===== src/rtl/strap_pkg.sv =====
package strap_pkg;
  localparam int SEL_W = 3;
  localparam int MHZ_W = 9;
  localparam int SRC_RATE = 100;
  localparam int PCI_RATE = 33;
  localparam int DOT_RATE = 96;
  localparam logic [SEL_W-1:0] SEL_FLOAT = 3'b001;

  typedef enum logic [2:0] {
    RATE_100 = 3'd0,
    RATE_133 = 3'd1,
    RATE_166 = 3'd2,
    RATE_200 = 3'd3,
    RATE_266 = 3'd4,
    RATE_333 = 3'd5,
    RATE_400 = 3'd6
  } cpu_rate_e;

  function automatic cpu_rate_e code_to_rate(input logic [SEL_W-1:0] c);
    case (c)
      3'b000:  return RATE_266;
      3'b001:  return RATE_133;
      3'b010:  return RATE_200;
      3'b011:  return RATE_166;
      3'b100:  return RATE_333;
      3'b101:  return RATE_100;
      3'b110:  return RATE_400;
      default: return RATE_200;
    endcase
  endfunction

  function automatic logic [MHZ_W-1:0] rate_to_mhz(input cpu_rate_e r);
    case (r)
      RATE_100: return MHZ_W'(100);
      RATE_133: return MHZ_W'(133);
      RATE_166: return MHZ_W'(166);
      RATE_200: return MHZ_W'(200);
      RATE_266: return MHZ_W'(266);
      RATE_333: return MHZ_W'(333);
      default:  return MHZ_W'(400);
    endcase
  endfunction
endpackage


===== src/rtl/strap_sync.sv =====
module strap_sync #(
  parameter int          W      = 1,
  parameter int          STAGES = 2,
  parameter logic [W-1:0] INIT  = '0
) (
  input  logic         clk,
  input  logic         rst_n,
  input  logic [W-1:0] d_i,
  output logic [W-1:0] q_o
);
  logic [W-1:0] chain [STAGES];

  always_ff @(posedge clk or negedge rst_n) begin
    if (!rst_n) begin
      for (int s = 0; s < STAGES; s++) chain[s] <= INIT;
    end else begin
      chain[0] <= d_i;
      for (int s = 1; s < STAGES; s++) chain[s] <= chain[s-1];
    end
  end

  assign q_o = chain[STAGES-1];
endmodule


===== src/rtl/strap_capture.sv =====
module strap_capture
  import strap_pkg::*;
(
  input  logic             clk,
  input  logic             rst_n,
  input  logic [SEL_W-1:0] sel_sync_i,
  input  logic             pair_sync_i,
  input  logic             pg_n_sync_i,
  output logic [SEL_W-1:0] code_o,
  output logic             pair_o,
  output logic             valid_o,
  output logic             cap_evt_o
);
  logic pg_n_prev;

  assign cap_evt_o = !valid_o && pg_n_prev && !pg_n_sync_i;

  always_ff @(posedge clk or negedge rst_n) begin
    if (!rst_n) begin
      pg_n_prev <= 1'b1;
      code_o    <= SEL_FLOAT;
      pair_o    <= 1'b0;
      valid_o   <= 1'b0;
    end else begin
      pg_n_prev <= pg_n_sync_i;
      if (cap_evt_o) begin
        code_o  <= sel_sync_i;
        pair_o  <= pair_sync_i;
        valid_o <= 1'b1;
      end
    end
  end


  valid_hold_chk: assert property (@(posedge clk) disable iff (!rst_n)
    valid_o |=> valid_o);

  code_frozen_chk: assert property (@(posedge clk) disable iff (!rst_n)
    valid_o |=> ($stable(code_o) && $stable(pair_o)));

  no_early_valid_chk: assert property (@(posedge clk) disable iff (!rst_n)
    (!valid_o && !cap_evt_o) |=> (!valid_o && code_o == SEL_FLOAT));

  capture_load_chk: assert property (@(posedge clk) disable iff (!rst_n)
    cap_evt_o |=> (valid_o && code_o == $past(sel_sync_i) && pair_o == $past(pair_sync_i)));
endmodule


===== src/rtl/rate_decoder.sv =====
module rate_decoder
  import strap_pkg::*;
(
  input  logic [SEL_W-1:0] code_i,
  output logic [2:0]       idx_o,
  output logic [MHZ_W-1:0] cpu_mhz_o,
  output logic [MHZ_W-1:0] src_mhz_o,
  output logic [MHZ_W-1:0] pci_mhz_o,
  output logic [MHZ_W-1:0] dot_mhz_o
);
  cpu_rate_e rate;

  always_comb begin
    rate      = code_to_rate(code_i);
    idx_o     = rate;
    cpu_mhz_o = rate_to_mhz(rate);
  end

  assign src_mhz_o = MHZ_W'(SRC_RATE);
  assign pci_mhz_o = MHZ_W'(PCI_RATE);
  assign dot_mhz_o = MHZ_W'(DOT_RATE);
endmodule


===== src/rtl/boot_strap_latch.sv =====
module boot_strap_latch
  import strap_pkg::*;
#(
  parameter int SYNC_STAGES = 2
) (
  input  logic             clk,
  input  logic             rst_n,
  input  logic [SEL_W-1:0] sel_strap_i,
  input  logic             pair_strap_i,
  input  logic             pwr_ok_n_i,
  output logic [SEL_W-1:0] code_o,
  output logic [2:0]       cpu_idx_o,
  output logic [MHZ_W-1:0] cpu_mhz_o,
  output logic [MHZ_W-1:0] src_mhz_o,
  output logic [MHZ_W-1:0] pci_mhz_o,
  output logic [MHZ_W-1:0] dot_mhz_o,
  output logic             pair_is_cpu_o,
  output logic [7:0]       status_o,
  output logic             straps_valid_o
);
  localparam int IN_W = SEL_W + 2;
  localparam logic [IN_W-1:0] IN_INIT = {1'b1, 1'b0, SEL_FLOAT};

  logic [IN_W-1:0] raw_in, sync_out;
  logic [SEL_W-1:0] sel_sync;
  logic pair_sync, pg_n_sync, cap_evt;

  assign raw_in = {pwr_ok_n_i, pair_strap_i, sel_strap_i};

  strap_sync #(.W(IN_W), .STAGES(SYNC_STAGES), .INIT(IN_INIT)) u_sync (
    .clk(clk), .rst_n(rst_n), .d_i(raw_in), .q_o(sync_out)
  );

  assign sel_sync  = sync_out[SEL_W-1:0];
  assign pair_sync = sync_out[SEL_W];
  assign pg_n_sync = sync_out[SEL_W+1];

  strap_capture u_cap (
    .clk(clk), .rst_n(rst_n),
    .sel_sync_i(sel_sync), .pair_sync_i(pair_sync), .pg_n_sync_i(pg_n_sync),
    .code_o(code_o), .pair_o(pair_is_cpu_o), .valid_o(straps_valid_o),
    .cap_evt_o(cap_evt)
  );

  rate_decoder u_dec (
    .code_i(code_o), .idx_o(cpu_idx_o), .cpu_mhz_o(cpu_mhz_o),
    .src_mhz_o(src_mhz_o), .pci_mhz_o(pci_mhz_o), .dot_mhz_o(dot_mhz_o)
  );

  assign status_o = {4'b0000, pair_is_cpu_o, code_o};


  status_mirror_chk: assert property (@(posedge clk) disable iff (!rst_n)
    straps_valid_o |-> (status_o[2:0] == code_o && status_o[3] == pair_is_cpu_o));

  capture_once_chk: assert property (@(posedge clk) disable iff (!rst_n)
    $rose(straps_valid_o) |-> $past(cap_evt));
endmodule


===== config.mk =====
export PLATFORM = sky130hd
export DESIGN_NAME = boot_strap_latch
export DESIGN_NICKNAME = d
export VERILOG_FILES = /design/src/rtl/strap_pkg.sv /design/src/rtl/strap_sync.sv /design/src/rtl/strap_capture.sv /design/src/rtl/rate_decoder.sv /design/src/rtl/boot_strap_latch.sv
export SDC_FILE = /design/constraint.sdc
export NUM_CORES = 1
export LEC_CHECK = 0
export BUFFER_PORTS_ARGS = -buffer_cell sky130_fd_sc_hd__buf_2
export CORE_UTILIZATION = 42
export CTS_BUF_LIST = sky130_fd_sc_hd__clkbuf_16
export DETAILED_ROUTE_END_ITERATION = 10
export PLACE_DENSITY_LB_ADDON = 0.3
export SLEW_MARGIN = 25
export SYNTH_ARGS = -nofsm -noshare
export SYNTH_HDL_FRONTEND = slang
export SYNTH_HIERARCHICAL = 1
export SYNTH_SLANG_ARGS = --single-unit
export TNS_END_PERCENT = 5

===== constraint.sdc =====
create_clock -name clk -period 1.4 [get_ports clk]
set_input_delay 0.14 -clock clk [delete_from_list [all_inputs] [get_ports clk]]
set_output_delay 0.14 -clock clk [all_outputs]
set_load 0.02 [all_outputs]

==> results of run 1 <==
-- power groups by stage --
stage	combinational [mW]	clock [mW]	sequential [mW]
floorplan	0.523	0	0.565
global placement	0.556	0	0.563
detailed placement	0.561	0	0.566
CTS	0.594	0.561	0.562
global route	0.683	0.590	0.567
finish	0.637	0.549	0.556
-- repair_timing --
action / 4_1_cts / 5_1_grt
endpoints found under the hold margin: 15 / 0
cloned: 0 / 0
hold buffers: 6 / 0
setup endpoints to repair: 11 / 10
pin swaps: 2 / 1
setup buffers: 0 / 2
gates resized for setup: 5 / 4
-- worst paths after layout --
kind,end
max in group asynchronous,u_sync/chain[5]
worst min-delay path,u_sync/q_o[2]
worst max-delay path,cpu_mhz_o[6]
min in group clk,u_sync/q_o[2]
worst max register to register,u_cap/code_o[1]
worst min register to register,u_sync/q_o[2]
-- stage by stage --
step / worst slack [ns] / util, %
floorplan: 0.0383 / -
global placement: 0.150 / 44.3
detailed placement: 0.134 / 44.3
CTS: -0.0750 / 51.6
global route: -0.116 / 53.1
finish: -0.0585 / 53.1
-- cell families (layout without fill, tap and decap cells) --
logic type | Yosys count | count (layout) | share of synthesized area, %
other | 3 | 31 | 1.18
buffers and inverters | 46 | 42 | 35.4
AO/OA/AOI/OAI | 5 | 5 | 3.68
flip-flops | 16 | 16 | 42.8
AND/OR/NAND/NOR | 8 | 8 | 6.82
multiplexers | 4 | 4 | 4.72
XOR/XNOR | 5 | 5 | 5.38
-- cell usage in the layout (no fill, tap or decap) --
cell type	count
conb_1	31
buf_2	22
dfrtp_1	8
buf_4	7
dlygate4sd3_1	6
dfstp_2	6
mux2_2	4
clkbuf_16	3
inv_1	2
a21o_2	2
dfrtp_2	2
xor2_1	2
nor2_1	2
a21oi_1	2
and2b_2	2
clkinv_1	1
buf_6	1
nor3b_4	1
xor2_2	1
xnor2_1	1
nand2_1	1
xnor2_2	1
and2_2	1
o21a_1	1
nor3_2	1
-- per-layer routing --
layer	track usage, %	up-vias	part of all wire, %
met5	0	-	0
met4	8.57	0	2.4
met3	4.94	3	12
met2	15.3	39	49
met1	12.5	233	36
li1	-	245	-
-- state kept, by name, summed over array words and instances (netlist names) --
name	cells
u_cap/code_o	3
u_cap/pair_o	1
u_cap/pg_n_prev	1
u_cap/valid_o	1
u_sync/chain	5
u_sync/q_o	5
-- area by class of cell --
cell class	instances	area (µm²)	area share, %
sequential	16	410	37.8
clock buffer	3	75.1	6.92
tap	27	33.8	3.11
clock inverter	1	3.75	0.346
timing repair buffer	36	234	21.6
inverter	2	7.51	0.692
multi-input combinational	53	320	29.5
==> reports/metrics.yaml, run 1 <==
sta:
  rsz0062_at_grt: "true"
  tns_ns: -0.0961
  finalHoldViolations: 0
  setup_violations: 3
  period_share_pct: 104
  timing.hold.ws_ns: 0.321
  fmax_ghz: 0.686
  report.final.slew_viol_count: 0
  min_period_ns: 1.46
  fin_ws_ns: -0.0585
  finalClockSkew_ns: 0.00470
critical_path:
  cp_num_buf_inv: 1
  critPathSlowestCell: "dfstp_2"
  crit_arrival_ns: 1.32
  end_kind: "primary output"
  r2r_setup_slack_ns: 0.14
  crit_cells: 3
  crit_chain: "and2b_2, xnor2_2, buf_4"
  r2r_start: "u_cap/pg_n_prev"
  cp_top_family: "flip-flops"
  start_kind: "register"
  required_ns: 1.26
  crit_path_max_fanout: 4
  cpPeakStageDelay_ns: 0.54
  criticalPathCategory: "register to primary output"
  crit_start: "u_cap/code_o[0]"
  ff2ff_path_depth: 2
logic_synthesis:
  synth_area_leader_cell: "buf_4"
  ys_ff_latch: 16
  ys_async_sr_fraction_pct: 100
  yosysUniqueCellTypes: 20
  synth_cells: 87
  synth_top_area_share_pct: 33.1
  ys.flop_type: "dfrtp_1"
  synth_area_um2: 953
  yosysMostFrequentCell: "buf_4"
  netlist_top_cells_count: "42 x buf_4, 10 x dfrtp_1, 6 x dfstp_2"
  synthTopCellsByArea: "buf_4 33%, dfrtp_1 26%, dfstp_2 17%, mux2_2 4.7%, nor3b_4 2.0%"
  synth_warnings: 6
  synth_seq_area_share_pct: 42.8
  syn_area_per_cell_um2: 11.0
  synth-edff-count: 0
power_and_ir_drop:
  power.leakage_nw: 0.568
  switching_share_pct: 34.6
  internal_power_mw: 1.14
  power.switching_mw: 0.603
  peakVddDrop_v: 0.00110
  total_power_mw: 1.74
  pwr-share-seq_pct: 31.9
  p_clk_share_pct: 31.5
  p_per_area_nw_per_um2: 1600
  power_frac_comb_pct: 36.6
drt:
  vias: 520
  wirelength_um: 1160
  route.detailed.drc: 0
  drtIter0Drc: 2
  wire_per_inst_um: 8.39
  drt_pass1_iterations: 3
  ant_nets: 0
  vias_per_cell: 3.77
clock_tree:
  clock_latency_ns: 0.25
  cts-root-buf: "clkbuf_16"
  clockBufferDepth: 2
  path_clk_slew_ns: 0.05
  cts_made_buffers: 3
  htreeDepth: 1
  cts_tree: "yes"
  cts.sinks: 16
layout:
  n_fill_cell: 178
  drive_above_1_share_pct: 48.6
  fin_nets: 119
  final_area_um2: 1080
  final_cells: 138
  n_antenna_cell: 0
  area_growth_pct: 13.8
global_route:
  grt_usage_pct: 10.8
  grt_pass1_vias: 419
  grt_max_degree: 17
  antenna_found_initial: 0
  grt_pass1_wl_um: 1880
  overflow: 0
die:
  io_pins: 59
  die_area_um2: 2460
  num_rows: 16
  coreArea_um2: 2040
  fp.dieW_um: 49.6
  initial_utilization_pct: 46.7
  fp.dieH_um: 49.6
worst_hold_path:
  min_path_type: "primary input to async pin"
outcome:
  failed_checks: "setup timing"
  status: "finished with violations"
placement:
  place_hpwl_um: 823
  gp_congestion: 0.689
  placed_area_um2: 905
  placedCellCount: 126
  io_buffers: 27
job:
  max-cap-violations: 0
Note: power is estimated with default switching activity, not from simulation.
==> run 2: changes to the inputs <==
--- a/config.mk
+++ b/config.mk
@@ -6,7 +6,7 @@
 export NUM_CORES = 1
 export LEC_CHECK = 0
 export BUFFER_PORTS_ARGS = -buffer_cell sky130_fd_sc_hd__buf_2
-export CORE_UTILIZATION = 42
+export CORE_UTILIZATION = 38
 export CTS_BUF_LIST = sky130_fd_sc_hd__clkbuf_16
 export DETAILED_ROUTE_END_ITERATION = 10
 export PLACE_DENSITY_LB_ADDON = 0.3
==> constraint.sdc (replaced) <==
create_clock -name clk -period 1.2 [get_ports clk]
set_input_delay 0.12 -clock clk [delete_from_list [all_inputs] [get_ports clk]]
set_output_delay 0.12 -clock clk [all_outputs]
set_load 0.02 [all_outputs]
==> run 2 against run 1 <==
- the flow still finishes with violations (setup timing)
- design area increased by 2.5%
- die area up 10%
- sequential share of layout area fell by 1.0 points
- worst setup slack worse by 0.16 ns
- first-iteration DRC count is 100% higher
- sequential cell count is the same
- global-route usage down 1.5 points
- core utilization fell by 4.7 points
- largest power group unchanged
==> reports/metrics.yaml, run 2 (synthesis gave the netlist of run 1 again) <==
outcome:
  status: "finished with violations"
  failed_checks: "setup timing"
sta:
  fin_ws_ns: -0.222  # -0.163 ns
  finalHoldViolations: 0  # unchanged
  period_share_pct: 118
  rsz0062_at_grt: "true"
  min_period_ns: 1.42
  timing.hold.ws_ns: 0.312  # -0.00958 ns
  tns_ns: -1.74  # -1.65 ns
  report.final.slew_viol_count: 0  # unchanged
  fmax_ghz: 0.703
  finalClockSkew_ns: 0.00196  # -0.00274 ns
  setup_violations: 16  # +13
power_and_ir_drop:
  peakVddDrop_v: 0.000945  # -14%
  power.leakage_nw: 0.578  # +1.8%
  total_power_mw: 2.06  # +18%
  p_per_area_nw_per_um2: 1850  # +16%
layout:
  drive_above_1_share_pct: 49.1  # +0.46 points
  final_cell_mix: "31 x conb_1, 21 x buf_2, 9 x dfrtp_1"
  regArea_um2: 409  # -0.31%
  n_antenna_cell: 0  # unchanged
  final_common_cell: "conb_1"
  final_area_um2: 1110  # +2.5%
  area_growth_pct: 16.7
  n_fill_cell: 222  # +25%
  multi_input_area_um2: 334  # +4.3%
  fin_nets: 120  # +0.84%
die:
  die_area_um2: 2710  # +10%
  num_rows: 17  # +1
  coreArea_um2: 2300  # +12%
  fp.dieH_um: 52.1  # +4.9%
  initial_utilization_pct: 41.5  # -5.2 points
  io_pins: 59  # unchanged
  fp.dieW_um: 52.1  # +4.9%
drt:
  ant_nets: 0  # unchanged
  wirelength_um: 1180  # +1.7%
  drt_pass1_iterations: 3  # unchanged
  vias: 505  # -2.9%
  route.detailed.drc: 0  # unchanged
  vias_per_cell: 3.61  # -4.3%
  drtIter0Drc: 4  # +2
  wire_per_inst_um: 8.41  # +0.27%
critical_path:
  r2r_setup_slack_ns: -0.06  # -0.20 ns
  criticalPathCategory: "register to primary output"
  required_ns: 1.08  # -0.18 ns
  cpPeakStageDelay_ns: 0.53  # about the same
  start_kind: "register"
  crit_chain: "and2b_2, xnor2_2, buf_4"
  end_kind: "primary output"
  crit_path_max_fanout: 2  # -2
  reg2reg_to: "u_cap/code_o[1]"
  crit_arrival_ns: 1.30  # -0.02 ns
  critPathSlowestCell: "dfstp_2"
  r2r_start: "u_cap/pg_n_prev"
  ff2ff_path_depth: 2  # unchanged
clock_tree:
  cts_made_buffers: 3  # unchanged
  cts-root-buf: "clkbuf_16"
  cts_tree: "yes"
  clockBufferDepth: 2  # unchanged
  path_clk_slew_ns: 0.05  # about the same
  post_cts_buffers: 0  # unchanged
  clock_latency_ns: 0.25  # about the same
  cts.sinks: 16  # unchanged
  htreeDepth: 1  # unchanged
global_route:
  grt_pass1_vias: 395  # -5.7%
  grt_pass1_wl_um: 1680  # -11%
  antenna_found_initial: 0  # unchanged
  grt_usage_pct: 9.39  # -1.5 points
  overflow: 0  # unchanged
  grt_max_degree: 17  # unchanged
worst_hold_path:
  min_path_type: "primary input to async pin"
placement:
  placed_area_um2: 950  # +5.0%
  dpl_worst_slack_ns: -0.0708  # -0.205 ns
  gp_congestion: 0.605  # -12%
  place_hpwl_um: 800  # -2.8%
  io_buffers: 27  # unchanged
job:
  max-cap-violations: 0  # unchanged
-- run 2: worst max-delay path: cells and delay by family (launching register included) --
kind	cells	cell delay (ns)
XOR/XNOR	1	0.13
flip-flops	1	0.53
buffers and inverters	1	0.15
AND/OR/NAND/NOR	1	0.25
-- run 2: final cells by class --
| cell class | instances | area share (%) |
|---|---|---|
| Clock buffer | 3 | 6.75 |
| Multi-Input combinational cell | 53 | 30.0 |
| Clock inverter | 1 | 0.337 |
| Timing Repair Buffer | 37 | 22.3 |
| Tap cell | 28 | 3.15 |
| Sequential cell | 16 | 36.8 |
| Inverter | 2 | 0.675 |
-- run 2: stage by stage --
| step | instances | utilization (%) |
|---|---|---|
| floorplan | 115 | - |
| global placement | 130 | 41.3 |
| detailed placement | 130 | 41.3 |
| CTS | 140 | 48.2 |
| global route | 140 | 48.4 |
| finish | 140 | 48.4 |
-- run 2: worst max-delay path by stage --
stage	startpoint	endpoint	slack (ns)	depth (start not counted)
after detailed placement	u_cap/pg_n_prev	u_cap/code_o[1]	-0.07	2
final	u_cap/code_o[0]	cpu_mhz_o[6]	-0.22	3
after global placement	u_cap/pg_n_prev	u_cap/code_o[2]	-0.03	2
after global routing	u_cap/code_o[0]	cpu_mhz_o[6]	-0.26	3
after CTS	u_cap/code_o[0]	cpu_mhz_o[6]	-0.23	3
after floorplan	u_cap/code_o[0]	cpu_mhz_o[3]	-0.07	2
-- run 2: metal layers --
| metal | routed length [µm] | GRT usage [%] | part of all wire [%] | vias to the layer above |
|---|---|---|---|---|
| li1 | - | - | - | 241 |
| met1 | 409 | 9.19 | 35 | 219 |
| met2 | 609 | 14.7 | 52 | 42 |
| met3 | 128 | 4.39 | 11 | 3 |
| met4 | 30 | 8.11 | 2.5 | 0 |
| met5 | 0 | 0 | 0 | - |
-- run 2: where the power goes --
group | switching [mW] | total [mW] | internal (mW)
Sequential | 0.0377 | 0.634 | 0.596
Combinational | 0.478 | 0.788 | 0.310
Clock | 0.199 | 0.641 | 0.441
-- run 2: repair_timing --
item                                    CTS  global route
hold buffers                              6             0
endpoints found under the setup margin   17            20
pin swaps                                 1             0
resized for setup                         7             2
hold endpoints to repair                 15             0
